`src/rtl/tagflow_pkg.sv`:
```
package tagflow_pkg;

   typedef enum logic [2:0] {
      CLS_ALU    = 3'd0,
      CLS_JUMP   = 3'd1,
      CLS_CBR    = 3'd2,
      CLS_REJOIN = 3'd3,
      CLS_LOAD   = 3'd4,
      CLS_CHIN   = 3'd5,
      CLS_CHOUT  = 3'd6,
      CLS_RSVD   = 3'd7
   } insn_class_e;

   typedef enum logic [2:0] {
      TRAP_NONE  = 3'd0,
      TRAP_READ  = 3'd1,
      TRAP_CHIN  = 3'd2,
      TRAP_CHOUT = 3'd3,
      TRAP_OVF   = 3'd4,
      TRAP_UNF   = 3'd5,
      TRAP_CLASS = 3'd6
   } trap_cause_e;

endpackage

```
`src/rtl/tf_join.sv`:
```
// Least upper bound of N packed tags: max level, OR of compartments.
module tf_join #(
   parameter int N     = 2,
   parameter int LVL_W = 3,
   parameter int CMP_W = 8,
   localparam int TAG_W = LVL_W + CMP_W
) (
   input  logic [N*TAG_W-1:0] tags_i,
   output logic [TAG_W-1:0]   tag_o
);

   if (N < 2) begin : g_bad_n
      $error("tf_join needs at least two inputs");
   end

   logic [LVL_W-1:0] lvl;
   logic [LVL_W-1:0] lk;
   logic [CMP_W-1:0] cmp;

   always_comb begin
      lvl = '0;
      cmp = '0;
      lk  = '0;
      for (int k = 0; k < N; k++) begin
         lk = tags_i[k*TAG_W+CMP_W +: LVL_W];
         if (lk > lvl) lvl = lk;
         cmp = cmp | tags_i[k*TAG_W +: CMP_W];
      end
      tag_o = {lvl, cmp};
   end

endmodule

```
`src/rtl/tf_flow.sv`:
```
// Flow permission: source level <= destination level and source
// compartments contained in destination compartments.
module tf_flow #(
   parameter int LVL_W = 3,
   parameter int CMP_W = 8,
   localparam int TAG_W = LVL_W + CMP_W
) (
   input  logic [TAG_W-1:0] src_i,
   input  logic [TAG_W-1:0] dst_i,
   output logic             ok_o
);

   logic lvl_ok;
   logic cmp_ok;

   assign lvl_ok = src_i[TAG_W-1:CMP_W] <= dst_i[TAG_W-1:CMP_W];
   assign cmp_ok = (src_i[CMP_W-1:0] & ~dst_i[CMP_W-1:0]) == '0;
   assign ok_o   = lvl_ok && cmp_ok;

endmodule

```
`src/rtl/tf_tag_stack.sv`:
```
// Fixed-depth LIFO of saved program-counter tags.
module tf_tag_stack #(
   parameter int DEPTH = 8,
   parameter int TAG_W = 11,
   localparam int CNT_W = $clog2(DEPTH + 1)
) (
   input  logic             clk,
   input  logic             rst_n,
   input  logic             push_i,
   input  logic             pop_i,
   input  logic [TAG_W-1:0] data_i,
   output logic [TAG_W-1:0] top_o,
   output logic             full_o,
   output logic             empty_o
);

   if (DEPTH < 1) begin : g_bad_depth
      $error("tf_tag_stack depth must be at least one");
   end

   logic [CNT_W-1:0] cnt_q;
   logic [TAG_W-1:0] ent_q [DEPTH];

   assign full_o  = cnt_q == CNT_W'(DEPTH);
   assign empty_o = cnt_q == '0;

   for (genvar e = 0; e < DEPTH; e++) begin : g_ent
      always_ff @(posedge clk or negedge rst_n) begin
         if (!rst_n)
            ent_q[e] <= '0;
         else if (push_i && !full_o && cnt_q == CNT_W'(e))
            ent_q[e] <= data_i;
      end
   end

   always_ff @(posedge clk or negedge rst_n) begin
      if (!rst_n)
         cnt_q <= '0;
      else if (push_i && !full_o)
         cnt_q <= cnt_q + 1'b1;
      else if (pop_i && !empty_o)
         cnt_q <= cnt_q - 1'b1;
   end

   always_comb begin
      top_o = '0;
      for (int e = 0; e < DEPTH; e++) begin
         if (cnt_q == CNT_W'(e + 1)) top_o = ent_q[e];
      end
   end

endmodule

```
`src/rtl/tagflow_unit.sv`:
```
module tagflow_unit
   import tagflow_pkg::*;
#(
   parameter int LVL_W     = 3,
   parameter int CMP_W     = 8,
   parameter int STK_DEPTH = 8,
   localparam int TAG_W    = LVL_W + CMP_W
) (
   input  logic             clk,
   input  logic             rst_n,
   input  logic             valid_i,
   input  logic [2:0]       class_i,
   input  logic [TAG_W-1:0] opa_tag_i,
   input  logic [TAG_W-1:0] opb_tag_i,
   input  logic [TAG_W-1:0] insn_tag_i,
   input  logic [TAG_W-1:0] principal_i,
   input  logic [TAG_W-1:0] chan_tag_i,
   output logic [TAG_W-1:0] res_tag_o,
   output logic             res_valid_o,
   output logic [TAG_W-1:0] pc_tag_o,
   output logic             trap_o,
   output logic [2:0]       trap_cause_o
);

   if (LVL_W < 1 || CMP_W < 1) begin : g_bad_width
      $error("tagflow_unit: level and compartment widths must be positive");
   end
   if (STK_DEPTH < 1) begin : g_bad_stack
      $error("tagflow_unit: PC tag stack needs at least one entry");
   end

   logic [TAG_W-1:0] pc_q, res_q;
   logic             res_v_q, trap_q;
   trap_cause_e      cause_q;

   // joined tags shared by several classes
   logic [TAG_W-1:0] join4, join3, join2;

   tf_join #(.N(4), .LVL_W(LVL_W), .CMP_W(CMP_W)) u_join4 (
      .tags_i ({opa_tag_i, opb_tag_i, pc_q, insn_tag_i}),
      .tag_o  (join4)
   );
   tf_join #(.N(3), .LVL_W(LVL_W), .CMP_W(CMP_W)) u_join3 (
      .tags_i ({opa_tag_i, pc_q, insn_tag_i}),
      .tag_o  (join3)
   );
   tf_join #(.N(2), .LVL_W(LVL_W), .CMP_W(CMP_W)) u_join2 (
      .tags_i ({pc_q, insn_tag_i}),
      .tag_o  (join2)
   );

   // flow permissions
   logic rd_ok, in_ok, out_ok;

   tf_flow #(.LVL_W(LVL_W), .CMP_W(CMP_W)) u_flow_rd (
      .src_i (opa_tag_i), .dst_i (principal_i), .ok_o (rd_ok)
   );
   tf_flow #(.LVL_W(LVL_W), .CMP_W(CMP_W)) u_flow_in (
      .src_i (chan_tag_i), .dst_i (principal_i), .ok_o (in_ok)
   );
   tf_flow #(.LVL_W(LVL_W), .CMP_W(CMP_W)) u_flow_out (
      .src_i (opa_tag_i), .dst_i (chan_tag_i), .ok_o (out_ok)
   );

   // saved PC tags
   logic             stk_push, stk_pop, stk_full, stk_empty;
   logic [TAG_W-1:0] stk_top;

   tf_tag_stack #(.DEPTH(STK_DEPTH), .TAG_W(TAG_W)) u_stack (
      .clk     (clk),
      .rst_n   (rst_n),
      .push_i  (stk_push),
      .pop_i   (stk_pop),
      .data_i  (pc_q),
      .top_o   (stk_top),
      .full_o  (stk_full),
      .empty_o (stk_empty)
   );

   // per-class decode
   insn_class_e      cls;
   trap_cause_e      cause_d;
   logic [TAG_W-1:0] res_d, pc_d;
   logic             res_we;

   assign cls = insn_class_e'(class_i);

   always_comb begin
      cause_d = TRAP_NONE;
      res_d   = res_q;
      res_we  = 1'b0;
      pc_d    = join2;
      unique case (cls)
         CLS_ALU: begin
            res_d  = join4;
            res_we = 1'b1;
         end
         CLS_JUMP: ;
         CLS_CBR: begin
            pc_d = join3;
            if (stk_full) cause_d = TRAP_OVF;
         end
         CLS_REJOIN: begin
            pc_d = stk_top;
            if (stk_empty) cause_d = TRAP_UNF;
         end
         CLS_LOAD: begin
            res_d  = join3;
            res_we = 1'b1;
            if (!rd_ok) cause_d = TRAP_READ;
         end
         CLS_CHIN: begin
            res_d  = chan_tag_i;
            res_we = 1'b1;
            if (!in_ok) cause_d = TRAP_CHIN;
         end
         CLS_CHOUT: begin
            if (!out_ok) cause_d = TRAP_CHOUT;
         end
         default: cause_d = TRAP_CLASS;
      endcase
   end

   logic commit;
   assign commit   = valid_i && (cause_d == TRAP_NONE);
   assign stk_push = commit && (cls == CLS_CBR);
   assign stk_pop  = commit && (cls == CLS_REJOIN);

   always_ff @(posedge clk or negedge rst_n) begin
      if (!rst_n) begin
         pc_q    <= '0;
         res_q   <= '0;
         res_v_q <= 1'b0;
         trap_q  <= 1'b0;
         cause_q <= TRAP_NONE;
      end else begin
         res_v_q <= commit && res_we;
         trap_q  <= valid_i && (cause_d != TRAP_NONE);
         cause_q <= valid_i ? cause_d : TRAP_NONE;
         if (commit) begin
            pc_q <= pc_d;
            if (res_we) res_q <= res_d;
         end
      end
   end

   assign res_tag_o    = res_q;
   assign res_valid_o  = res_v_q;
   assign pc_tag_o     = pc_q;
   assign trap_o       = trap_q;
   assign trap_cause_o = cause_q;

endmodule

```
`config.mk`:
```
export PLATFORM = sky130hd
export DESIGN_NAME = tagflow_unit
export DESIGN_NICKNAME = d
export VERILOG_FILES = /design/src/rtl/tagflow_pkg.sv /design/src/rtl/tf_join.sv /design/src/rtl/tf_flow.sv /design/src/rtl/tf_tag_stack.sv /design/src/rtl/tagflow_unit.sv
export SDC_FILE = /design/constraint.sdc
export NUM_CORES = 1
export LEC_CHECK = 0
export BUFFER_PORTS_ARGS = -buffer_cell sky130_fd_sc_hd__buf_2
export CORE_ASPECT_RATIO = 1.2
export CORE_MARGIN = 3
export CORE_UTILIZATION = 35
export CTS_CLUSTER_DIAMETER = 100
export CTS_CLUSTER_SIZE = 25
export DETAILED_ROUTE_END_ITERATION = 8
export SLEW_MARGIN = 20
export SYNTH_ARGS = -nofsm -noshare
export SYNTH_HDL_FRONTEND = slang
export SYNTH_HIERARCHICAL = 1
export SYNTH_SLANG_ARGS = --single-unit
```
`constraint.sdc`:
```
create_clock -name clk -period 4.45 [get_ports clk]
set_input_delay 0.89 -clock clk [delete_from_list [all_inputs] [get_ports clk]]
set_output_delay 0.89 -clock clk [all_outputs]
set_load 0.005 [all_outputs]
```
* Word-level counts from Yosys, hierarchy flattened
Index checks and enable logic that the tools add are counted.
Operators by class: add/subtract/negate cells 2, multipliers 0, div/mod/pow operators 0, magnitude comparators 8, equality and inequality tests 14, shift operators 0, mux-type cells 25, bitwise operators 9, reductions and logical operators 32
Operator list (count):
- two-way mux 11 bit | 8
- case mux 11 bit (3 select lines) | 1
- bitwise OR 8 bit | 4
- AND 8 bit | 3
- zero test 8 bit | 3
- two-way mux 3 bit | 8
- case mux 11 bit (2 select lines) | 1
- logical AND 1 bit | 18
- case mux 3 bit (6 select lines) | 1
- equality test 4 x 3 -> 1 bit, second input constant | 4
- inverter 8 bit | 2
- greater-than comparator 3 bit | 4
- equality test 3 bit, second input constant | 3
- less-or-equal comparator 3 bit | 3
- equality test 4 x 2 -> 1 bit, second input constant | 2
- two-way mux 4 bit | 2
- equality test 3 x 2 -> 1 bit, second input constant | 2
- zero test 3 bit | 2
- nonzero test 3 bit | 2
- adder 4 x 1 -> 4 bit, second input constant | 1
- equality test 4 x 1 -> 1 bit, second input constant | 1
- equality test 4 bit, second input constant | 1
- zero test 4 bit | 1
- two-way mux 2 bit | 2
- 9 further kinds | 11
Word-level totals: bits in registers 119, latch bits 0, bits in writable memories 0, bits in read-only memories 0, input port bits 61, output and inout port bits 27, memories 0

* Logic depth before layout (Yosys ltp)
Gate-level depths: netlist of run 1.
word-level depth 12, gate-level depth with buffers 18

* Hierarchy
The synthesis of run 1 kept the hierarchy.
Modules (own cells, without submodules):
- tf_tag_stack | times used 1, cells each 382, area each 4525.6 um2, seq. area each 2302.2 um2
- tagflow_unit | times used 1, cells each 159, area each 1670.4 um2, seq. area each 675.6 um2
- tf_join at u_join4 | times used 1, cells each 64, area each 471.7 um2, seq. area each 0.0 um2
- tf_flow | times used 3, cells each 21, area each 146.4 um2, seq. area each 0.0 um2
- tf_join at u_join3 | times used 1, cells each 47, area each 336.6 um2, seq. area each 0.0 um2
- tf_join at u_join2 | times used 1, cells each 23, area each 168.9 um2, seq. area each 0.0 um2

* Worst setup path after synthesis of run 1
OpenSTA, ideal clock, no wires.
path kind input to register, start point input port insn_tag_i[10], end point register res_q[10], in the netlist res_tag_o[10], setup time 125 ps, data arrival time 4211 ps, setup slack 113 ps, stages 17, path buffers 0, cell sequence inv_1 > ha_1 > and3b_4 > or3_1 > and2_2 > ha_1 > a21oi_1 > a21oi_1 > a2111oi_2 > a21oi_1 > ha_1 > nand3_1 > o21ai_0 > nor2_1 > mux2_2 > a21oi_1 > mux2i_1
Between the ends: longest elaborated chain between the ends 9, elaborated cells between the ends (all ways) 11
Ends and longest elaborated chain:
- start: declaration | line tagflow_unit.sv:15 | input logic [TAG_W-1:0] insn_tag_i,
- greater-than comparator 3 x 1 -> 1 bit | line tf_join.sv:26 | if (lk > lvl) lvl = lk;
- two-way mux 3 bit (*) | line tf_join.sv:26
- greater-than comparator 3 bit | line tf_join.sv:26
- two-way mux 3 bit (*)
- greater-than comparator 3 bit | line tf_join.sv:26
- two-way mux 3 bit (*) | line tf_join.sv:26
- greater-than comparator 3 bit | line tf_join.sv:26
- two-way mux 3 bit (*) | line tf_join.sv:26
- via join4[10] | line tagflow_unit.sv:37 | logic [TAG_W-1:0] join4, join3, join2;
- case mux 11 bit (3 select lines) (*) | line tagflow_unit.sv:93 | unique case (cls)
- end signal: assignment | line tagflow_unit.sv:142 | if (res_we) res_q <= res_d;
- end: declaration | line tagflow_unit.sv:32 | logic [TAG_W-1:0] pc_q, res_q;
The timed path passes the listed nets; every way through them passes the cells marked *. A chain may end at the register's enable or synchronous reset.

* Final worst setup path of run 1
start point input port insn_tag_i[10], end point register res_q[9], in the netlist res_tag_o[9]
The elaborated chain is that of the path after synthesis.

==> results.sh, run 1 <==
export IMPL_nets=926
export IMPL_grt_pass1_wl_mm=31.4
export IMPL_cts_setup_buffers=0
export IMPL_drt_iter0_drc=337
export IMPL_fmax_mhz=241
export IMPL_period_share_pct=93.1
export IMPL_syn_to_final_growth_pct=19.0
export IMPL_io_buffers=87
export IMPL_cts_resized=0
export IMPL_peakVddDrop_v=0.000298
export IMPL_setup_viol=0
export IMPL_final_util_pct=42.7
export IMPL_final_area_um2=9060
export IMPL_antennaDiodeCount=0
export IMPL_yosys_area_share_simple_pct=13.4
export IMPL_rsz0062_at_grt="no"
export IMPL_dpl_cell_area_um2=8420
export IMPL_leakagePower_nw=4.39
export IMPL_core_area_um2=21200
export IMPL_vias=6079
export IMPL_cts_clk_slew_worst_paths_ns=0.06
export IMPL_cts_tree="yes"
export IMPL_viasPerCell=5.44
export IMPL_synth_ff_type="dfrtp_1"
export IMPL_num_fill_cells=2021
export IMPL_finalClockSkew_ns=0.00679
export IMPL_start_util_pct=35.9
export IMPL_cts_sinks=119
export IMPL_synth_area_um2=7610
export IMPL_gp_congestion=0.814
export IMPL_slew_violations=0
export IMPL_drv_cap=0
export IMPL_grt_pass1_vias=5923
export IMPL_clockBufferDepth=2
export IMPL_power_density_nw_per_um2=485
export IMPL_end_kind="flip-flop"
export IMPL_cp_required_ns=4.75
export IMPL_dp_hpwl_mm=13.4
export IMPL_synth_async_reset_ratio_pct=100
export IMPL_die_area_um2=23600
export IMPL_synthAdderAreaFrac_pct=5.10
export IMPL_critPathMaxFanout=5
export IMPL_slowest_delay_ns=0.35
export IMPL_routedWlPerCell_um=17.4
export IMPL_synth_xor_area_share_pct=0.115
export IMPL_hold_violations=0
export IMPL_cts_made_buffers=17
export IMPL_multi_input_area_um2=4220
export IMPL_crit_arrival_ns=4.44
export IMPL_ios=88
export IMPL_insertion_delay_ns=0.42
export IMPL_ant_nets=0
export IMPL_ys_ff_latch=119
export IMPL_fin_crit_ns=4.14
export IMPL_crit_chain="buf_2 > inv_1 > ha_1 > and3b_4 > or3_1 > and2_2 > ha_1 > a21oi_1 > buf_4 > a21oi_1 > a31oi_1 > inv_1 > ha_1 > o21ai_0 > buf_4 > o22ai_1 > o211a_1 > a21oi_1 > mux2i_1"
export IMPL_synth_edf_count=0
export IMPL_worstMarginPinSlew_ns=0.988
export IMPL_syn_nets=830
export IMPL_wirelength_mm=19.4
export IMPL_die_h_um=168
export IMPL_drt_pass1_iter_count=5
export IMPL_cts_hold_buffers=0
export IMPL_synth_distinct_cells=73
export IMPL_synthMuxAreaShare_pct=21.1
export IMPL_syn_inst=738
export IMPL_grt_use_total_pct=16.5
export IMPL_crit_buf_inv=5
export IMPL_yosysWarningCount=6
export IMPL_htreeDepth=4
export IMPL_drc=0
export IMPL_status="finished clean"
export IMPL_dieWidth_um=141
export IMPL_avgSynthCellArea_um2=10.3
export IMPL_slowest_stage="or3_1"
export IMPL_hp_class="reg2reg"
export IMPL_slew_headroom_pct=34.1
export IMPL_synth_compound_area_share_pct=15.5
export IMPL_grt_ovfl_total=0
export IMPL_grt_max_degree=75
export IMPL_layout_drive_gt1_share_pct=34.1
export IMPL_clockRootBuffer="clkbuf_16"
export IMPL_antenna_found_initial=0
export IMPL_row_count=58
export IMPL_ys_seq_area_share_pct=39.1
export IMPL_worstSetupStartpointType="primary input"
export IMPL_crit_family="compound AO/OA/AOI/OAI gates"
export IMPL_critPathKind="in2reg"
export IMPL_synth_top_family_by_area="multiplexers"
export IMPL_seqCellArea_um2=2980
-- metrics by stage --
step	setup TNS [ns]	cells	worst slack (ns)	hold slack, ns	total power (W)
global placement	-0.0615	1085	-0.0570	0.484	0.00294
floorplan	0	738	0.113	0.473	0.00237
CTS	0	1117	0.266	0.502	0.00441
finish	0	1117	0.307	0.499	0.00440
global route	0	1117	0.00985	0.516	0.00468
detailed placement	-0.385	1085	-0.180	0.489	0.00297
-- cells by family after synthesis --
logic type	count (synthesis)
AOI/OAI and AO/OA	166
and+or+nand+nor	181
DFF	119
xor gates and xnor gates	1
buffers and inverters	97
muxes	143
adders and majority gates	31
-- worst paths after layout --
check,from,slack [ns],depth (start not counted),end
max,insn_tag_i[10],0.31,19,res_tag_o[9]
min,u_stack/ent_q[82],0.50,1,u_stack/ent_q[82]
max reg2reg,pc_tag_o[10],0.52,17,res_tag_o[9]
min reg2reg,u_stack/ent_q[82],0.50,1,u_stack/ent_q[82]
max in group asynchronous,rst_n,3.02,2,u_stack/ent_q[30]
min in group asynchronous,rst_n,0.64,1,res_tag_o[3]
-- placed cells by master, fill, tap and decap left out, types with 8 or more instances in the layout --
| cell | Yosys | routed |
|---|---|---|
| nor2_1 | 30 | 30 |
| buf_4 | 10 | 34 |
| nand2b_1 | 25 | 25 |
| o22ai_1 | 12 | 12 |
| dfrtp_1 | 119 | 119 |
| ha_1 | 31 | 31 |
| clkbuf_16 | 0 | 17 |
| or4_1 | 9 | 9 |
| mux2_4 | 10 | 10 |
| nand2_1 | 40 | 40 |
| or2_2 | 8 | 8 |
| buf_2 | 14 | 86 |
| o2111ai_1 | 8 | 8 |
| a211oi_1 | 11 | 10 |
| or3_1 | 10 | 10 |
| nor3_1 | 10 | 10 |
| mux2i_1 | 36 | 36 |
| inv_1 | 53 | 53 |
| a21oi_1 | 34 | 33 |
| a221oi_1 | 11 | 11 |
| o21a_1 | 10 | 10 |
| mux2_2 | 94 | 94 |
| nand3_1 | 9 | 9 |
| o21ai_0 | 33 | 33 |
-- cell usage after synthesis (3+ instances only) --
cell type	count	area, um^2
a211o_1	3	26.3
a211oi_1	11	82.6
a211oi_2	4	50.1
a21oi_1	34	170
a221o_1	4	40.0
a221oi_1	11	96.3
a22o_1	5	43.8
a31oi_1	4	25.0
and2_1	5	31.3
and3_1	7	43.8
buf_2	14	70.1
buf_4	10	75.1
clkbuf_1	16	60.1
dfrtp_1	119	2980
ha_1	31	388
inv_1	53	199
mux2_1	3	33.8
mux2_2	94	1060
mux2_4	10	150
mux2i_1	36	360
nand2_1	40	150
nand2b_1	25	156
nand3_1	9	45.0
nor2_1	30	113
nor2b_1	7	43.8
nor3_1	10	50.1
o2111ai_1	8	70.1
o21a_1	10	75.1
o21ai_0	33	165
o21ai_1	4	20.0
o22ai_1	12	75.1
or2_2	8	50.1
or3_1	10	62.6
or4_1	9	67.6
-- where the power goes --
part	internal (W)	leakage (nW)	switching, W
Clock	0.000898	0.293	0.000520
Combinational	0.000767	2.52	0.000814
Sequential	0.00122	1.58	0.000176
-- flip-flops by register name, summed over array words and instances (netlist names) --
signal         cells
u_stack/ent_q     88
pc_tag_o          11
res_tag_o         11
u_stack/cnt_q      4
trap_cause_o       3
res_valid_o        1
trap_o             1
-- routing by layer --
metal / global-route usage (%) / vias up / wire length (um)
met5: 0 / - / 0
met4: 4.85 / 0 / 234
met3: 3.34 / 15 / 900
met2: 26.9 / 149 / 9580
met1: 22.2 / 3025 / 8730
li1: - / 2890 / -
-- area by class of cell --
class	count	share of cell area, %
Clock buffer	18	4.85
Clock inverter	14	1.93
Inverter	53	2.20
Multi-Input combinational cell	522	46.6
Sequential cell	119	32.9
Tap cell	270	3.73
Timing Repair Buffer	121	7.79
Power figures use the tool's default switching activity.
==> run 2, diff against run 1 <==
--- a/config.mk
+++ b/config.mk
@@ -12,6 +12,7 @@
 export CTS_CLUSTER_DIAMETER = 100
 export CTS_CLUSTER_SIZE = 25
 export DETAILED_ROUTE_END_ITERATION = 8
+export PLACE_DENSITY = 0.54
 export SLEW_MARGIN = 20
 export SYNTH_ARGS = -nofsm -noshare
 export SYNTH_HDL_FRONTEND = slang
==> results.sh, run 2 (same netlist as run 1, synthesis figures left out) <==
export IMPL_slew_headroom_pct=40.1
export IMPL_fmax_mhz=244
export IMPL_vias=5964
export IMPL_drc=0
export IMPL_worst_slack_ns=0.352
export IMPL_grt_pass1_wl_mm=32.0
export IMPL_gp_congestion=0.763
export IMPL_clockBufferDepth=2
export IMPL_start_util_pct=35.9
export IMPL_worstMarginPinSlew_ns=0.899
export IMPL_routedWlPerCell_um=17.7
export IMPL_cts_clk_slew_worst_paths_ns=0.06
export IMPL_cp_required_ns=4.75
export IMPL_critPathMaxFanout=5
export IMPL_multi_input_area_um2=4210
export IMPL_clockRootBuffer="clkbuf_16"
export IMPL_syn_to_final_growth_pct=18.5
export IMPL_dp_hpwl_mm=13.9
export IMPL_worstSetupStartpointType="primary input"
export IMPL_power_density_nw_per_um2=481
export IMPL_rsz0062_at_grt="no"
export IMPL_io_buffers=87
export IMPL_fin_crit_ns=4.10
export IMPL_htreeDepth=4
export IMPL_power_w=0.00434
export IMPL_ios=88
export IMPL_seqCellArea_um2=2980
export IMPL_layout_common_cells="119 x dfrtp_1, 94 x mux2_2, 86 x buf_2"
export IMPL_critPathKind="in2reg"
export IMPL_layout_drive_gt1_share_pct=33.8
export IMPL_wirelength_mm=19.8
export IMPL_drt_pass1_iter_count=5
export IMPL_nets=929
export IMPL_end_kind="flip-flop"
export IMPL_finalClockSkew_ns=0.00591
export IMPL_cts_made_buffers=17
export IMPL_leakagePower_nw=4.39
export IMPL_dieWidth_um=141
export IMPL_slowest_stage="a2111oi_2"
export IMPL_ant_nets=0
export IMPL_largest_reg_flops=88
export IMPL_insertion_delay_ns=0.42
export IMPL_peakVddDrop_v=0.000324
export IMPL_status="finished clean"
export IMPL_cpMostUsedCell="a21oi_1"
export IMPL_period_share_pct=92.1
export IMPL_top_register="u_stack/ent_q"
export IMPL_reg2reg_depth=16
export IMPL_grt_ovfl_total=0
export IMPL_antenna_found_initial=0
export IMPL_core_area_um2=21200
export IMPL_drv_cap=0
export IMPL_hp_class="reg2reg"
export IMPL_num_fill_cells=2086
export IMPL_crit_arrival_ns=4.40
export IMPL_crit_chain="buf_2 > inv_1 > ha_1 > and3b_4 > or3_1 > and2_2 > ha_1 > a21oi_1 > a21oi_1 > a2111oi_2 > a21oi_1 > ha_1 > nand3_1 > o21ai_0 > nor2_1 > mux2_2 > a21oi_1 > mux2i_1"
export IMPL_dp_slack_ns=-0.108
export IMPL_setup_viol=0
export IMPL_slew_violations=0
export IMPL_viasPerCell=5.34
export IMPL_die_area_um2=23600
export IMPL_antennaDiodeCount=0
export IMPL_row_count=58
export IMPL_hold_violations=0
export IMPL_grt_max_degree=62
export IMPL_cts_sinks=119
export IMPL_die_h_um=168
export IMPL_grt_use_total_pct=17.0
export IMPL_layout_commonest_cell="dfrtp_1"
export IMPL_hold_path_depth=1
export IMPL_cts_tree="yes"
export IMPL_drt_iter0_drc=352
export IMPL_slowest_delay_ns=0.40
export IMPL_grt_pass1_vias=5876
export IMPL_final_util_pct=42.6
-- run 2: metrics by stage --
step | hold slack (ns) | instance area, um^2 | std cells | setup TNS [ns]
2_1_floorplan | 0.473 | 7610 | 738 | 0
6_report | 0.500 | 9020 | 1117 | 0
3_3_place_gp | 0.485 | 8440 | 1088 | -0.0842
3_5_place_dp | 0.490 | 8440 | 1088 | -0.211
4_1_cts | 0.503 | 9020 | 1117 | 0
5_1_grt | 0.509 | 9020 | 1117 | 0
-- run 2: layout make-up --
| class | instances | area share, % |
|---|---|---|
| multi-input combinational | 522 | 46.6 |
| clock inverter | 9 | 1.43 |
| inverter | 53 | 2.20 |
| timing repair buffer | 124 | 8.07 |
| sequential | 119 | 33.0 |
| tap | 270 | 3.74 |
| clock buffer | 20 | 4.95 |
-- run 2: critical path, delay by kind of cell --
family,cells,cell delay (ns)
AO/OA/AOI/OAI,6,1.02
adder cells (fa/ha/maj),3,0.92
buffers and inverters,2,0.14
multiplexers,2,0.44
AND/OR/NAND/NOR,5,0.99
-- run 2: power breakdown --
part	switching [W]	leakage, nW	internal (W)
clock	0.000487	0.278	0.000881
sequential	0.000178	1.58	0.00122
combinational	0.000802	2.54	0.000772
-- run 2: repair_timing --
action | in CTS | in global routing
setup endpoints to repair | 0 | 1
setup buffers | 0 | 0
gates resized for setup | 0 | 1
hold buffers | 0 | 0
-- run 2: worst paths after layout --
kind                                    from                end  slack (ns)
hold / removal             u_stack/ent_q[49]  u_stack/ent_q[49]        0.50
max in group asynchronous              rst_n  u_stack/ent_q[64]        3.11
setup / recovery              insn_tag_i[10]      res_tag_o[10]        0.35
min in group asynchronous              rst_n       res_tag_o[2]        0.54
setup reg to reg                pc_tag_o[10]      res_tag_o[10]        0.56
hold reg to reg            u_stack/ent_q[49]  u_stack/ent_q[49]        0.50
-- run 2: routing by layer --
metal	routed length (um)	global-route usage (%)	up-vias
met3	824	3.14	32
met1	9290	23.0	2891
met4	368	5.86	0
li1	-	-	2899
met5	0	0	-
met2	9330	27.4	142
